**config.mk**
```make
export PLATFORM = sky130hd
export DESIGN_NAME = spi_reg_slave
export DESIGN_NICKNAME = d
export VERILOG_FILES = /design/src/rtl/spi_reg_pkg.sv /design/src/rtl/spi_pin_sync.sv /design/src/rtl/spi_bit_engine.sv /design/src/rtl/spi_cmd_ctrl.sv /design/src/rtl/spi_reg_slave.sv
export SDC_FILE = /design/constraint.sdc
export NUM_CORES = 1
export LEC_CHECK = 0
export ABC_AREA = 1
export BUFFER_PORTS_ARGS = -buffer_cell sky130_fd_sc_hd__buf_2
export CAP_MARGIN = 25
export CORE_MARGIN = 5
export CORE_UTILIZATION = 40
export DETAILED_ROUTE_END_ITERATION = 8
export GPL_TIMING_DRIVEN = 0
export PLACE_DENSITY = 0.71
export REMOVE_ABC_BUFFERS = 1
export SYNTH_ARGS = -nofsm -noshare
export SYNTH_HDL_FRONTEND = slang
export SYNTH_SLANG_ARGS = --single-unit
```
**constraint.sdc**
```tcl
create_clock -name clk_i -period 1.4 [get_ports clk_i]
set_input_delay 0.14 -clock clk_i [delete_from_list [all_inputs] [get_ports clk_i]]
set_output_delay 0.14 -clock clk_i [all_outputs]
set_load 0.02 [all_outputs]
```
**src/rtl/spi_reg_pkg.sv**
```systemverilog
package spi_reg_pkg;
  localparam int unsigned DATA_W = 8;
  localparam int unsigned ADDR_W = 4;
  localparam int unsigned CH_W   = 2;
  localparam int unsigned CNT_W  = $clog2(DATA_W);
  // command byte field positions
  localparam int unsigned CMD_RD_BIT = DATA_W - 1;
  localparam int unsigned CMD_A_HI   = DATA_W - 2;
  localparam int unsigned CMD_A_LO   = CMD_A_HI - ADDR_W + 1;
  localparam int unsigned CMD_C_HI   = CMD_A_LO - 1;
  localparam int unsigned CMD_C_LO   = CMD_C_HI - CH_W + 1;

  typedef enum logic [1:0] {
    PH_CMD  = 2'd0,
    PH_DATA = 2'd1,
    PH_DONE = 2'd2
  } phase_e;
endpackage

```
**src/rtl/spi_pin_sync.sv**
```systemverilog
module spi_pin_sync #(
  parameter int unsigned STAGES = 2
) (
  input  logic clk_i,
  input  logic rst_ni,
  input  logic sclk_i,
  input  logic cs_ni,
  input  logic mosi_i,
  output logic sclk_rise_o,
  output logic sclk_fall_o,
  output logic cs_act_o,
  output logic mosi_o
);
  logic [STAGES-1:0] sclk_q, cs_q, mosi_q;
  logic              sclk_d;

  for (genvar i = 0; i < STAGES; i++) begin : g_stage
    if (i == 0) begin : g_first
      always_ff @(posedge clk_i or negedge rst_ni) begin
        if (!rst_ni) begin
          sclk_q[0] <= 1'b0;
          cs_q[0]   <= 1'b1;
          mosi_q[0] <= 1'b0;
        end else begin
          sclk_q[0] <= sclk_i;
          cs_q[0]   <= cs_ni;
          mosi_q[0] <= mosi_i;
        end
      end
    end else begin : g_next
      always_ff @(posedge clk_i or negedge rst_ni) begin
        if (!rst_ni) begin
          sclk_q[i] <= 1'b0;
          cs_q[i]   <= 1'b1;
          mosi_q[i] <= 1'b0;
        end else begin
          sclk_q[i] <= sclk_q[i-1];
          cs_q[i]   <= cs_q[i-1];
          mosi_q[i] <= mosi_q[i-1];
        end
      end
    end
  end

  always_ff @(posedge clk_i or negedge rst_ni) begin
    if (!rst_ni) sclk_d <= 1'b0;
    else         sclk_d <= sclk_q[STAGES-1];
  end

  assign sclk_rise_o = sclk_q[STAGES-1] & ~sclk_d;
  assign sclk_fall_o = ~sclk_q[STAGES-1] & sclk_d;
  assign cs_act_o    = ~cs_q[STAGES-1];
  assign mosi_o      = mosi_q[STAGES-1];
endmodule

```
**src/rtl/spi_bit_engine.sv**
```systemverilog
module spi_bit_engine
  import spi_reg_pkg::*;
(
  input  logic              clk_i,
  input  logic              rst_ni,
  input  logic              rise_i,
  input  logic              fall_i,
  input  logic              cs_act_i,
  input  logic              mosi_i,
  input  logic              load_i,
  input  logic [DATA_W-1:0] load_data_i,
  output logic              cmd_vld_o,
  output logic              data_vld_o,
  output logic [DATA_W-1:0] rx_byte_o,
  output logic              miso_bit_o
);
  localparam logic [CNT_W-1:0] LAST = CNT_W'(DATA_W - 1);

  phase_e            phase_q;
  logic [CNT_W-1:0]  cnt_q;
  logic [DATA_W-1:0] rx_q, tx_q;
  logic              take;

  assign take = cs_act_i & rise_i & (phase_q != PH_DONE);

  always_ff @(posedge clk_i or negedge rst_ni) begin
    if (!rst_ni) begin
      phase_q <= PH_CMD;
      cnt_q   <= '0;
      rx_q    <= '0;
    end else if (!cs_act_i) begin
      phase_q <= PH_CMD;
      cnt_q   <= '0;
    end else if (take) begin
      rx_q  <= {rx_q[DATA_W-2:0], mosi_i};
      cnt_q <= cnt_q + 1'b1;
      if (cnt_q == LAST) begin
        cnt_q   <= '0;
        phase_q <= (phase_q == PH_CMD) ? PH_DATA : PH_DONE;
      end
    end
  end

  always_ff @(posedge clk_i or negedge rst_ni) begin
    if (!rst_ni) begin
      cmd_vld_o  <= 1'b0;
      data_vld_o <= 1'b0;
    end else begin
      cmd_vld_o  <= take & (cnt_q == LAST) & (phase_q == PH_CMD);
      data_vld_o <= take & (cnt_q == LAST) & (phase_q == PH_DATA);
    end
  end

  // MSB is presented at load; shift only on falls that follow a data bit
  always_ff @(posedge clk_i or negedge rst_ni) begin
    if (!rst_ni)                                         tx_q <= '0;
    else if (!cs_act_i)                                  tx_q <= '0;
    else if (load_i)                                     tx_q <= load_data_i;
    else if (fall_i && phase_q == PH_DATA && cnt_q != 0) tx_q <= {tx_q[DATA_W-2:0], 1'b0};
  end

  assign rx_byte_o  = rx_q;
  assign miso_bit_o = tx_q[DATA_W-1];
endmodule

```
**src/rtl/spi_cmd_ctrl.sv**
```systemverilog
module spi_cmd_ctrl
  import spi_reg_pkg::*;
(
  input  logic              clk_i,
  input  logic              rst_ni,
  input  logic              cmd_vld_i,
  input  logic              data_vld_i,
  input  logic [DATA_W-1:0] rx_byte_i,
  output logic              reg_we_o,
  output logic              reg_re_o,
  output logic [ADDR_W-1:0] reg_addr_o,
  output logic [DATA_W-1:0] reg_wdata_o
);
  logic cmd_rd_q, ch_ok_q;
  logic ch_ok;

  assign ch_ok = (rx_byte_i[CMD_C_HI:CMD_C_LO] == '0);

  always_ff @(posedge clk_i or negedge rst_ni) begin
    if (!rst_ni) begin
      cmd_rd_q    <= 1'b0;
      ch_ok_q     <= 1'b0;
      reg_addr_o  <= '0;
      reg_wdata_o <= '0;
      reg_we_o    <= 1'b0;
      reg_re_o    <= 1'b0;
    end else begin
      reg_we_o <= 1'b0;
      reg_re_o <= 1'b0;
      if (cmd_vld_i) begin
        cmd_rd_q   <= rx_byte_i[CMD_RD_BIT];
        ch_ok_q    <= ch_ok;
        reg_addr_o <= rx_byte_i[CMD_A_HI:CMD_A_LO];
        reg_re_o   <= rx_byte_i[CMD_RD_BIT] & ch_ok;
      end
      if (data_vld_i) begin
        reg_wdata_o <= rx_byte_i;
        reg_we_o    <= ~cmd_rd_q & ch_ok_q;
      end
    end
  end
endmodule

```
**src/rtl/spi_reg_slave.sv**
```systemverilog
module spi_reg_slave
  import spi_reg_pkg::*;
#(
  parameter int unsigned SYNC_STAGES = 2
) (
  input  logic              clk_i,
  input  logic              rst_ni,
  input  logic              sclk_i,
  input  logic              cs_ni,
  input  logic              mosi_i,
  output logic              miso_o,
  output logic              miso_oe_o,
  output logic              reg_we_o,
  output logic              reg_re_o,
  output logic [ADDR_W-1:0] reg_addr_o,
  output logic [DATA_W-1:0] reg_wdata_o,
  input  logic [DATA_W-1:0] reg_rdata_i
);
  logic rise, fall, cs_act, mosi_s;
  logic cmd_vld, data_vld, miso_bit;
  logic [DATA_W-1:0] rx_byte;

  spi_pin_sync #(.STAGES(SYNC_STAGES)) u_sync (
    .clk_i, .rst_ni, .sclk_i, .cs_ni, .mosi_i,
    .sclk_rise_o(rise), .sclk_fall_o(fall), .cs_act_o(cs_act), .mosi_o(mosi_s)
  );

  spi_bit_engine u_eng (
    .clk_i, .rst_ni,
    .rise_i(rise), .fall_i(fall), .cs_act_i(cs_act), .mosi_i(mosi_s),
    .load_i(reg_re_o), .load_data_i(reg_rdata_i),
    .cmd_vld_o(cmd_vld), .data_vld_o(data_vld),
    .rx_byte_o(rx_byte), .miso_bit_o(miso_bit)
  );

  spi_cmd_ctrl u_ctrl (
    .clk_i, .rst_ni,
    .cmd_vld_i(cmd_vld), .data_vld_i(data_vld), .rx_byte_i(rx_byte),
    .reg_we_o, .reg_re_o, .reg_addr_o, .reg_wdata_o
  );

  assign miso_oe_o = cs_act;
  assign miso_o    = cs_act & miso_bit;
endmodule

```
# == After elaboration in Yosys (flattened, before gate mapping) ==
# Cells that the tools add are included.
# word_totals
register_bits,46
out_inout_bits,16
elab_cells,59
inputBits,13
# op_classes
n_mux,12
eq_ne,3
n_reduce_logical,10
n_bitwise,14
n_addsub,1
# ops
op,n
two-way mux 8 bit,3
bitwise AND 1 bit,10
two-way mux 3 bit,3
two-way mux 2 bit,4
nonzero test 3 bit,2
logical NOT 2 bit,2
NOT 1 bit,4
AND reduction 2 bit,2
nonzero test 2 bit,2
adder 3 x 1 -> 3 bit (second input constant),1
equality test 3 bit (second input constant),1
equality test 2 x 1 -> 1 bit (second input constant),1
logical AND 1 bit,2
two-way mux 1 bit,2
!= test 2 bit (second input constant),1

# == Logic depth before layout (Yosys ltp) ==
# Gate-level depths: netlist of the first run.
# logic_depth
depth_word,7
mapped_depth,7

# == Hierarchy ==
# From an unflattened synthesis of the first run, not the netlist that was laid out.
# unflattened
cells_unflattened,213
hier_area_um2,1925.6
# modules_own_cells
mod,area_per_inst_um2,cells_per_inst,instances
spi_bit_engine,1121.1,136,1
spi_cmd_ctrl,600.6,63,1
spi_pin_sync,196.4,12,1
spi_reg_slave,7.5,2,1

# == Worst setup path after synthesis of the first run ==
# Ideal clock, no wire load.
# synth_timing
path_type,flip-flop to flip-flop
startpoint,register u_ctrl.reg_re_o
endpoint,register u_eng.tx_q[6]
path_buffers,2
slack_ns,0.235
setup_time_ns,0.118
path_stages_with_launch,8
required_ns,1.282
period_less_slack_ns,1.165
arrival_time_ns,1.048
cell_sequence,dfrtp_1 > buf_2 > inv_2 > buf_6 > nand2_1 > nand2_1 > nand3_1 > nand2_1
# synth_between
elab_chain_cells,2
elab_cells_between_ends,3
cone_classes,2 x mux; 1 x reduce/logical
# synth_lines
item,line_no,rtl
start: declaration,spi_cmd_ctrl.sv:10,"output logic reg_re_o,"
start signal: assignment,spi_cmd_ctrl.sv:34,reg_re_o <= rx_byte_i[CMD_RD_BIT] & ch_ok;
two-way mux 8 bit,spi_bit_engine.sv:58,else if (load_i) tx_q <= load_data_i;
two-way mux 8 bit,spi_bit_engine.sv:57,else if (!cs_act_i) tx_q <= '0;
end signal: assignment,spi_bit_engine.sv:58,
end signal: assignment,spi_bit_engine.sv:59,"else if (fall_i && phase_q == PH_DATA && cnt_q != 0) tx_q <= {tx_q[DATA_W-2:0], 1'b0};"
end: declaration,spi_bit_engine.sv:21,"logic [DATA_W-1:0] rx_q, tx_q;"
# Several ways; a longest one is shown, not always the timed one.
# A chain may end at the register's enable or synchronous reset.

# == Worst setup path in the final report of the first run ==
# layout_timing
startpoint,register u_sync.cs_q[1]
endpoint,output miso_o
# layout_between
elab_chain_cells,2
# layout_lines
item,line_no,rtl
start: declaration,spi_pin_sync.sv:14,"logic [STAGES-1:0] sclk_q, cs_q, mosi_q;"
start signal: indexed assignment,spi_pin_sync.sv:38,cs_q[i] <= cs_q[i-1];
NOT 1 bit (no source line),--,
bitwise AND 1 bit,spi_reg_slave.sv:43,assign miso_o = cs_act & miso_bit;
end: declaration,spi_reg_slave.sv:11,"output logic miso_o,"
# No other way between the ends.

==> Flow_metrics.wiki, run 1 <==
{| class="wikitable"
! Metric !! Value
|-
| Mean instance size in the synthesized netlist || approximately 9.6 um2
|-
| Deepest level of the CTS H-tree || 2
|-
| Slowest stage cell, crit path || sky130_fd_sc_hd__dfstp_2
|-
| Largest cells by area after synthesis || sky130_fd_sc_hd__dfrtp_1 (59%), sky130_fd_sc_hd__nand2_1 (9.4%), sky130_fd_sc_hd__nor2_1 (4.2%), sky130_fd_sc_hd__inv_1 (3.6%), sky130_fd_sc_hd__a21oi_1 (3.5%)
|-
| Port Buffers || 28
|-
| Peak fanout along the critical path || 5
|-
| Seq/Total Area, Yosys || 0.614
|-
| Basic-gate share of the synthesized area counting and, or, nand and nor cells || 0.222
|-
| Clk_lat worst skew || about 290 ps
|-
| Starting density of the core || 0.406
|-
| Number of pins exceeding their max-slew limit in the final report || 0
|-
| Number of distinct library cell variants in the gate-level netlist after synthesis || 22
|-
| Share of the cycle needed by the critical path after routing || 0.951
|-
| Share of the synthesized area in the top cell type || 0.586
|-
| Post-route DRC violation count || 0
|-
| Die Ht || 78.5 um
|-
| Total negative setup slack || 0 ps
|-
| Slew Limit Headroom || 0.641
|-
| Share of synthesized area spent on multiplexers || 0
|-
| Post-synthesis adder-cell area fraction || 0.0200
|-
| Floorplan row count || 25
|-
| Synth-to-Final Area Change || 19.5%
|-
| Synthesized-area fraction occupied by ao, oa, aoi and oai cells || 0.0726
|-
| Width of the die || just under 80 um
|-
| Core Region || between 0.004 and 0.005 mm2
|-
| Total wire length after detailed routing || approximately 3300 um
|-
| Parity-gate share of the synthesized area counting xor and xnor cells || 0
|-
| Area of the die || a little over 0.006 mm2
|-
| Cell area after layout || about 0.0022 mm2
|-
| Antenna violations before repair || 0
|-
| Final critical-path required period || ~1300 ps
|-
| Transition time at the pin with the least slew margin || ~540 ps
|-
| Leading cell type in the layout, fill and taps excluded || sky130_fd_sc_hd__nand2_1
|-
| CP top delay family || flip-flops
|-
| Post-detailed-route count of antenna-violating nets || 0
|-
| Inserted Diodes || 0
|-
| Detailed-route wire length per cell || between 10 and 15 um
|-
| Global-route wire length before repair || about 5700 um
|-
| GP Congestion || roughly 0.72
|-
| Count of state elements after synthesis || 46
|-
| Number of synthesis warnings || 0
|-
| Count of mapped cells out of synthesis || between 150 and 200
|-
| Critical path startpoint category || flop
|-
| Total power divided by cell area || around 1100 mW/mm2
|-
| Final setup viols || 0
|-
| Outcome || completed
|-
| Clock-pin slew reported for the worst setup and hold paths after clock tree synthesis || roughly 80 ps
|-
| Worst Hold Class || in -> reg
|-
| Dpl hpwl || roughly 2000 um
|-
| Final hold viol count || 0
|-
| Main combinational cell family by area after synthesis || simple AND/OR/NAND/NOR gates
|-
| Buffers from clock root to sink, at most || 2
|-
| Crit Path Category || reg -> out
|-
| Placement Cell Area || ~0.0020 mm2
|-
| Worst EP arrival || about 1200 ps
|-
| Delay of the slowest cell on the worst path || between 600 and 700 ps
|-
| TritonCTS clock tree || yes
|-
| Total design power || about 2.6 mW
|-
| Number of DRC violations after detailed-routing iteration 0 || between 80 and 90
|-
| IR Drop Worst-Case VDD || approximately 650 uV
|-
| Drt via density || roughly 4.7
|-
| Total clock buffers created by CTS || 5
|-
| Leakage power figure || approximately 1.2 nW
|-
| Commonest non-fill, non-tap cells in the layout || sky130_fd_sc_hd__nand2_1 (46), sky130_fd_sc_hd__dfrtp_1 (44), sky130_fd_sc_hd__buf_2 (27)
|-
| Largest net degree at the start of global routing || between 40 and 50
|-
| Net count, final || 248
|-
| Fmax || 751 MHz
|-
| Setup crit end kind || primary output
|-
| WP buf/inv || 3
|-
| Layout cell share with drive strength beyond 1 || 0.227
|-
| Setup repair after global routing missed its margin || false
|-
| Number of global-route vias before repair || ~1200
|-
| Clk_skew || about 7.4 ps
|-
| I/O pin total || 29
|-
| First drt pass iteration count || 4
|-
| Worst EP required || roughly 1300 ps
|-
| List of cells traversed by the critical path || inv_6 -> nand2_2 -> inv_1 -> buf_4
|-
| Root Buffer || sky130_fd_sc_hd__clkbuf_8
|-
| Count of maximum capacitance violations || 0
|-
| GRT Overall Usage || 0.118
|-
| Biggest area consumer among synthesized cells || sky130_fd_sc_hd__dfrtp_1
|-
| Post-synth design cell area || about 0.0019 mm2
|-
| Number of vias after detailed routing || about 1300
|-
| Clk sink count || 46
|-
| GR Overflow Total || 0
|}
area by class of cell:
| class | instances | area (um2) |
|---|---|---|
| multi-input cells | 123 | 607 |
| fillers | 442 | 2390 |
| well taps | 54 | 67.6 |
| clock inverters | 2 | 37.5 |
| inverters | 20 | 80.1 |
| clock buffers | 6 | 72.6 |
| flip-flops and latches | 46 | 1150 |
| repair buffers | 36 | 225 |
tightest hold or removal path, delay by kind of cell:
family / cells / cell delay [ps]
simple gates: 2 / 140
buf+inv: 1 / 80
stage by stage:
stage | util | setup slack [ps] | hold WS (ps) | cells
3_5_place_dp | 0.438 | 95.7 | 246 | 270
6_report | 0.485 | 68.6 | 105 | 287
2_1_floorplan | - | 259 | -156 | 188
3_3_place_gp | 0.438 | 102 | 246 | 270
5_1_grt | 0.485 | 0.220 | 123 | 287
4_1_cts | 0.472 | 36.2 | 46.2 | 283
power breakdown:
part           total, mW  internal (mW)  switching, mW
clock network      0.960          0.532          0.428
registers           1.42           1.39         0.0323
logic              0.173         0.0613          0.112
repair_timing:
action / CTS / global route
endpoints found under the hold margin: 3 / 14
resized for setup: 2 / 3
hold buffers: 3 / 1
endpoints found under the setup margin: 1 / 5
gates cloned: 0 / 1
pin swaps: 0 / 1
buffers inserted: 2 / 1
synthesized netlist by cell type:
library cell              count
sky130_fd_sc_hd__a21oi_1     13
sky130_fd_sc_hd__and3_1       1
sky130_fd_sc_hd__buf_2        5
sky130_fd_sc_hd__buf_6        3
sky130_fd_sc_hd__dfrtp_1     44
sky130_fd_sc_hd__dfstp_2      2
sky130_fd_sc_hd__ha_1         3
sky130_fd_sc_hd__inv_1       18
sky130_fd_sc_hd__inv_2        2
sky130_fd_sc_hd__nand2_1     47
sky130_fd_sc_hd__nand2_2      1
sky130_fd_sc_hd__nand2_4      1
sky130_fd_sc_hd__nand3_1     10
sky130_fd_sc_hd__nand3_2      2
sky130_fd_sc_hd__nand4_1      7
sky130_fd_sc_hd__nor2_1      21
sky130_fd_sc_hd__nor2_2       2
sky130_fd_sc_hd__nor2_4       1
sky130_fd_sc_hd__o21ai_0     10
sky130_fd_sc_hd__o21ai_1      1
sky130_fd_sc_hd__o21ai_2      1
sky130_fd_sc_hd__o31ai_1      1
final timing paths:
kind	endpoint	start	depth (start not counted)	slack (ps)
max in group asynchronous	u_eng.tx_q[5]	rst_ni	3	630
worst min-delay path	u_eng.tx_q[0]	reg_rdata_i[0]	3	100
worst max register to register	u_eng.data_vld_o	u_eng.phase_q[1]	4	160
worst max-delay path	miso_o	u_sync.cs_q[1]	4	70
min in group asynchronous	u_ctrl.reg_wdata_o[4]	rst_ni	2	280
worst min register to register	u_sync.mosi_o	u_sync.mosi_q[0]	0	350
state kept, by name, indices dropped and copies added, names as in the netlist, 2 cells and up:
signal              flops
u_eng.cnt_q             3
u_ctrl.reg_wdata_o      8
u_eng.phase_q           2
u_sync.cs_q             2
u_eng.tx_q              8
u_sync.sclk_q           2
u_ctrl.reg_addr_o       4
u_eng.rx_byte_o         8
per-layer routing:
metal,track usage,wire length [um]
met4,0.0472,63
met1,0.147,1580
met3,0.0378,159
met5,0,0
met2,0.188,1520
cells by family (layout without fill, tap and decap cells):
kind of cell               Yosys count  count (layout)
and+or+nand+nor                     93              94
DFF                                 46              46
buffers and inverters               28              64
AOI/OAI and AO/OA                   26              26
adders and majority gates            3               3
(Power assumes the default switching activity.)
==> run 2, diff against run 1 <==
--- a/config.mk
+++ b/config.mk
@@ -8,11 +8,13 @@
 export ABC_AREA = 1
 export BUFFER_PORTS_ARGS = -buffer_cell sky130_fd_sc_hd__buf_2
 export CAP_MARGIN = 25
+export CELL_PAD_IN_SITES_DETAIL_PLACEMENT = 0
+export CELL_PAD_IN_SITES_GLOBAL_PLACEMENT = 2
 export CORE_MARGIN = 5
-export CORE_UTILIZATION = 40
+export CORE_UTILIZATION = 34
 export DETAILED_ROUTE_END_ITERATION = 8
 export GPL_TIMING_DRIVEN = 0
-export PLACE_DENSITY = 0.71
+export PLACE_DENSITY = 0.88
 export REMOVE_ABC_BUFFERS = 1
 export SYNTH_ARGS = -nofsm -noshare
 export SYNTH_HDL_FRONTEND = slang
==> Flow_metrics.wiki, run 2 (synthesis gave the netlist of run 1 again) <==
{| class="wikitable"
! Metric !! Value
|-
| Outcome || completed
|-
| Switching share of power || 0.231
|-
| Root Buffer || sky130_fd_sc_hd__clkbuf_8
|-
| Crit. path cell count || 4
|-
| Post-route DRC violation count || 0
|-
| Global-route wire length before repair || ~6100 um
|-
| Total wire length after detailed routing || between 3000 and 4000 um
|-
| Width of the die || 84.3 um
|-
| Clk_lat worst skew || about 300 ps
|-
| GP Congestion || 0.710
|-
| I/O pin total || 29
|-
| Leading cell type in the layout, fill and taps excluded || sky130_fd_sc_hd__nand2_1
|-
| Switching power total || between 0.5 and 0.6 mW
|-
| Setup repair after global routing missed its margin || false
|-
| Critical path startpoint category || flop
|-
| Buffers from clock root to sink, at most || 2
|-
| Core Region || 0.00544 mm2
|-
| Number of pins exceeding their max-slew limit in the final report || 0
|-
| Beginning of the worst register-to-register path || u_eng.phase_q[0]
|-
| Clock-pin slew reported for the worst setup and hold paths after clock tree synthesis || ~70 ps
|-
| Place WS || ~54 ps
|-
| GR Overflow Total || 0
|-
| Area of the die || 0.00711 mm2
|-
| Worst EP arrival || 1170 ps
|-
| Antenna violations before repair || 0
|-
| Final worst setup slack || 92.5 ps
|-
| Non-filler instance count after layout || approximately 310
|-
| Layout cell share with drive strength beyond 1 || 0.230
|-
| Total power divided by cell area || 1070 mW/mm2
|-
| Final setup viols || 0
|-
| Clk pwr share || 0.336
|-
| Largest net degree at the start of global routing || 47
|-
| Starting density of the core || 0.345
|-
| FF-to-FF End || u_eng.data_vld_o
|-
| TritonCTS clock tree || yes
|-
| Flop-to-flop setup slack || around 140 ps
|-
| Detailed-route wire length per cell || roughly 12 um
|-
| Fill cell total of the finished layout || roughly 550
|-
| GRT Overall Usage || 0.106
|-
| Crit Path Category || reg -> out
|-
| Drt via density || between 4 and 5
|-
| Final hold viol count || 0
|-
| IR Drop Worst-Case VDD || about 590 uV
|-
| CP top delay family || flip-flops
|-
| Footprint of the multi-input gates || ~610 um2
|-
| Number of vias after detailed routing || 1368
|-
| Commonest non-fill, non-tap cells in the layout || sky130_fd_sc_hd__nand2_1 (46), sky130_fd_sc_hd__dfrtp_1 (44), sky130_fd_sc_hd__buf_2 (28)
|-
| Deepest level of the CTS H-tree || 2
|-
| Share of the cycle needed by the critical path after routing || 0.934
|-
| Worst setup endpoint || miso_o
|-
| Slowest stage cell, crit path || sky130_fd_sc_hd__dfstp_2
|-
| Transition time at the pin with the least slew margin || roughly 530 ps
|-
| Critical Path Start || u_sync.cs_q[1]
|-
| Peak fanout along the critical path || 7
|-
| Port Buffers || 28
|-
| Synth-to-Final Area Change || 20.4%
|-
| Part of the power in combinational logic || 0.075
|-
| Number of DRC violations after detailed-routing iteration 0 || 52
|-
| Total clock buffers created by CTS || 5
|-
| Number of global-route vias before repair || 1300
|-
| WP buf/inv || 3
|-
| Delay of the slowest cell on the worst path || between 500 and 600 ps
|-
| Fmax || roughly 760 MHz
|-
| Count of maximum capacitance violations || 0
|-
| Number of cells on the worst reg-to-reg path || 5
|-
| Slew Limit Headroom || 0.647
|-
| Placed Cells incl. Taps || between 200 and 300
|-
| Die Ht || between 80 and 90 um
|-
| Setup crit end kind || primary output
|-
| List of cells traversed by the critical path || inv_8 -> nand2_2 -> inv_1 -> buf_2
|-
| Worst EP required || 1260 ps
|-
| Inserted Diodes || 0
|-
| Post-detailed-route count of antenna-violating nets || 0
|-
| Net count, final || 250
|-
| Internal power || 1.86 mW
|-
| Clk_skew || 11.1 ps
|-
| Area of all sequential standard cells || 0.00115 mm2
|-
| First drt pass iteration count || 4
|-
| Floorplan row count || 27
|-
| Dpl hpwl || around 2200 um
|-
| Relative contribution of sequential cells to total power || 0.589
|-
| Leakage power figure || roughly 1.2 nW
|-
| Clk sink count || 46
|-
| Final critical-path required period || 1310 ps
|-
| Total negative setup slack || 0 ps
|-
| Worst Hold Class || in -> reg
|}
[run 2: cell types whose count changed in the layout (fill, tap and decap cells not counted)]
cell                         change
sky130_fd_sc_hd__clkbuf_8        +1
sky130_fd_sc_hd__buf_4           +1
sky130_fd_sc_hd__bufinv_16       -1
sky130_fd_sc_hd__buf_2           +1
sky130_fd_sc_hd__inv_8           +1
sky130_fd_sc_hd__clkbuf_1        +1
sky130_fd_sc_hd__clkinvlp_4      -1
sky130_fd_sc_hd__inv_6           -1
[run 2: final cells by class]
cell class | instances | area share
clock buffers | 8 | 0.0398
inverters | 20 | 0.0365
multi-input cells | 123 | 0.268
flip-flops and latches | 46 | 0.510
well taps | 72 | 0.0398
repair buffers | 38 | 0.105
[run 2: stage by stage]
step | instance area (um2) | power, mW | hold slack (ps) | utilization
final | 2260 | 2.42 | 82.7 | 0.416
after global routing | 2260 | 2.56 | 79.3 | 0.416
after CTS | 2180 | 2.44 | 44.5 | 0.401
after detailed placement | 2050 | 1.60 | 246 | 0.377
after global placement | 2050 | 1.60 | 245 | 0.377
after floorplan | 1820 | 1.53 | -156 | -
[run 2: worst reg2reg max path, cell delays in order (launching register included)]
cell,delay [ps]
sky130_fd_sc_hd__dfrtp_1,370
sky130_fd_sc_hd__inv_1,70
sky130_fd_sc_hd__nand2_1,70
sky130_fd_sc_hd__nand2_2,100
sky130_fd_sc_hd__nor2_2,370
sky130_fd_sc_hd__and3_1,220
[run 2: worst min-delay path by stage]
stage	from	cells past startpoint	to	slack, ps
3_5_place_dp	cs_ni	1	u_sync.cs_q[0]	250
5_1_grt	reg_rdata_i[0]	3	u_eng.tx_q[0]	80
2_1_floorplan	rst_ni	0	u_ctrl.ch_ok_q	-160
3_3_place_gp	cs_ni	1	u_sync.cs_q[0]	240
6_report	reg_rdata_i[0]	3	u_eng.tx_q[0]	80
4_1_cts	rst_ni	1	u_ctrl.reg_wdata_o[4]	40
[run 2: power groups by stage]
stage	combinational [mW]	sequential [mW]	clock, mW
after floorplan	0.0849	1.44	0
after global placement	0.151	1.45	0
after detailed placement	0.153	1.45	0
after CTS	0.164	1.42	0.855
after global routing	0.212	1.43	0.920
final	0.182	1.42	0.812
[run 2: what timing repair did]
item,in CTS,in global routing
buffers inserted,1,4
endpoints found under the setup margin,1,13
endpoints found under the hold margin,3,45
hold buffers,3,1
gates resized for setup,1,4
pin swaps,0,1
cloned,0,1
[run 2: per-layer routing]
metal / GRT usage / part of all wire / up-vias / wire length (um)
li1: - / - / 703 / -
met1: 0.137 / 0.47 / 634 / 1660
met2: 0.161 / 0.47 / 27 / 1660
met3: 0.0402 / 0.050 / 4 / 179
met4: 0.0439 / 0.016 / 0 / 57
met5: 0 / 0 / - / 0
==> run 3, diff against run 2 <==
--- a/config.mk
+++ b/config.mk
@@ -13,7 +13,7 @@
 export CORE_MARGIN = 5
 export CORE_UTILIZATION = 34
 export DETAILED_ROUTE_END_ITERATION = 8
-export GPL_TIMING_DRIVEN = 0
+export GPL_TIMING_DRIVEN = 1
 export PLACE_DENSITY = 0.88
 export REMOVE_ABC_BUFFERS = 1
 export SYNTH_ARGS = -nofsm -noshare
==> Flow_metrics.wiki, run 3 (synthesis gave the netlist of run 1 again) <==
{| class="wikitable"
! Metric !! Value
|-
| Buffers from clock root to sink, at most || 2
|-
| Net count, final || ~250
|-
| Width of the die || 84.3 um
|-
| Number of global-route vias before repair || around 1300
|-
| Fill cell total of the finished layout || approximately 560
|-
| Total clock buffers created by CTS || 5
|-
| GRT Overall Usage || 0.103
|-
| Port Buffers || 28
|-
| Commonest non-fill, non-tap cells in the layout || sky130_fd_sc_hd__nand2_1 (46), sky130_fd_sc_hd__dfrtp_1 (44), sky130_fd_sc_hd__buf_2 (28)
|-
| Place WS || roughly 150 ps
|-
| Fmax || ~760 MHz
|-
| Worst EP arrival || approximately 1200 ps
|-
| Total design power || ~2.3 mW
|-
| Number of pins exceeding their max-slew limit in the final report || 0
|-
| Leakage power figure || approximately 1.2 nW
|-
| Clk_skew || ~7.7 ps
|-
| Global-route wire length before repair || about 5900 um
|-
| Antenna violations before repair || 0
|-
| List of cells traversed by the critical path || inv_8 -> nand2_2 -> inv_1 -> buf_2
|-
| Setup crit end kind || primary output
|-
| Transition time at the pin with the least slew margin || ~530 ps
|-
| Number of cells on the worst reg-to-reg path || 7
|-
| Outcome || completed
|-
| FF-to-FF End || u_eng.tx_q[7]
|-
| Number of vias after detailed routing || between 1000 and 1500
|-
| TritonCTS clock tree || yes
|-
| Slew Limit Headroom || 0.646
|-
| Die Ht || approximately 84 um
|-
| Crit Path Category || reg -> out
|-
| Leading cell type in the layout, fill and taps excluded || sky130_fd_sc_hd__nand2_1
|-
| Final hold viol count || 0
|-
| Count of maximum capacitance violations || 0
|-
| Clock-pin slew reported for the worst setup and hold paths after clock tree synthesis || about 70 ps
|-
| Slowest stage cell, crit path || sky130_fd_sc_hd__dfstp_2
|-
| Largest net degree at the start of global routing || 29
|-
| Final setup viols || 0
|-
| Flop-to-flop setup slack || about 150 ps
|-
| Layout cell share with drive strength beyond 1 || 0.232
|-
| Worst Hold Class || in -> reg
|-
| GR Overflow Total || 0
|-
| Area of the die || 0.00711 mm2
|-
| Core Region || between 0.005 and 0.006 mm2
|-
| Total negative setup slack || 0 ps
|-
| Detailed-route wire length per cell || 11.2 um
|-
| Share of the cycle needed by the critical path after routing || 0.943
|-
| Number of instances on the worst hold path || 3
|-
| Clk sink count || between 40 and 50
|-
| Critical path startpoint category || flop
|-
| Final critical-path required period || between 1000 and 1500 ps
|-
| Setup repair after global routing missed its margin || false
|-
| Beginning of the worst register-to-register path || u_eng.cnt_q[0]
|-
| Total wire length after detailed routing || ~3400 um
|-
| Synth-to-Final Area Change || 19.7%
|-
| Cell area after layout || 0.00225 mm2
|-
| Worst EP required || ~1300 ps
|-
| First drt pass iteration count || 6
|-
| Final design utilization || 0.413
|-
| I/O pin total || 29
|-
| Deepest level of the CTS H-tree || 2
|-
| Final worst setup slack || approximately 80 ps
|-
| Endpoint, Worst Hold || u_eng.tx_q[0]
|-
| Floorplan row count || 27
|-
| Peak fanout along the critical path || 7
|-
| Drt via density || roughly 4.4
|-
| Delay of the slowest cell on the worst path || 600 ps
|-
| Post-route DRC violation count || 0
|-
| GP Congestion || 0.736
|-
| Root Buffer || sky130_fd_sc_hd__clkbuf_8
|-
| IR Drop Worst-Case VDD || between 400 and 500 uV
|-
| Clk_lat worst skew || ~290 ps
|-
| Start point of the worst hold path || reg_rdata_i[0]
|-
| Placement Cell Area || 0.00210 mm2
|-
| Total power divided by cell area || approximately 1000 mW/mm2
|-
| Number of DRC violations after detailed-routing iteration 0 || 53
|-
| Inserted Diodes || 0
|-
| Post-detailed-route count of antenna-violating nets || 0
|-
| Dpl hpwl || approximately 2400 um
|-
| Starting density of the core || 0.345
|}
run 3: changes by cell type in the layout (fill, tap and decap cells not counted):
cell	before	now
sky130_fd_sc_hd__nor2_2	3	2
sky130_fd_sc_hd__nand3_4	1	0
sky130_fd_sc_hd__clkbuf_1	2	0
sky130_fd_sc_hd__clkinv_2	0	2
sky130_fd_sc_hd__buf_12	1	2
sky130_fd_sc_hd__nand3_2	1	2
sky130_fd_sc_hd__clkbuf_8	6	5
sky130_fd_sc_hd__buf_4	5	4
run 3: power by group:
| group | switching, mW | total [mW] | internal (mW) |
|---|---|---|---|
| clock | 0.402 | 0.737 | 0.335 |
| sequential | 0.0312 | 1.42 | 1.39 |
| combinational | 0.112 | 0.178 | 0.0650 |
| total | 0.546 | 2.34 | 1.79 |
run 3: area by class of cell:
class,count,area [um2],area share
clock buffer,5,68.8,0.0306
clock inverter,2,10.0,0.00445
inverter,20,82.6,0.0367
multi-input combinational,122,593,0.264
sequential,46,1150,0.513
tap,72,90.1,0.0401
timing repair buffer,38,250,0.111
run 3: through the flow:
step | hold slack (ps) | cells
2_1_floorplan | -156 | 188
5_1_grt | 98.3 | 305
3_5_place_dp | 111 | 291
3_3_place_gp | 113 | 291
6_report | 93.9 | 305
4_1_cts | 86.8 | 303
run 3: timing repair:
action	in CTS	in global routing
hold buffers	4	0
setup endpoints to repair	1	1
hold endpoints to repair	19	0
resized for setup	1	3
setup buffers	1	2
run 3: per-layer routing:
metal	vias up	share of wire	track usage	routed length, um
met5	-	0	0	0
met4	0	0.0076	0.0526	26
met3	2	0.047	0.0265	161
met2	25	0.45	0.152	1540
met1	601	0.49	0.139	1680
li1	701	-	-	-
run 3: worst max-delay path by stage:
stage	start	to	slack [ps]	cells past startpoint
floorplan	u_sync.sclk_d	u_eng.cnt_q[0]	260	6
global placement	u_eng.cnt_q[0]	u_eng.tx_q[3]	180	7
detailed placement	u_eng.cnt_q[0]	u_eng.tx_q[2]	150	7
CTS	u_sync.cs_q[1]	miso_o	2	4
global route	u_eng.cnt_q[0]	u_eng.tx_q[7]	6	7
finish	u_sync.cs_q[1]	miso_o	80	4
run 3: worst max-delay path: cells and delay by family, from the launching register on:
family | cells | cell delay, ps
buffers and inverters | 3 | 240
DFF | 1 | 600
and+or+nand+nor | 1 | 60
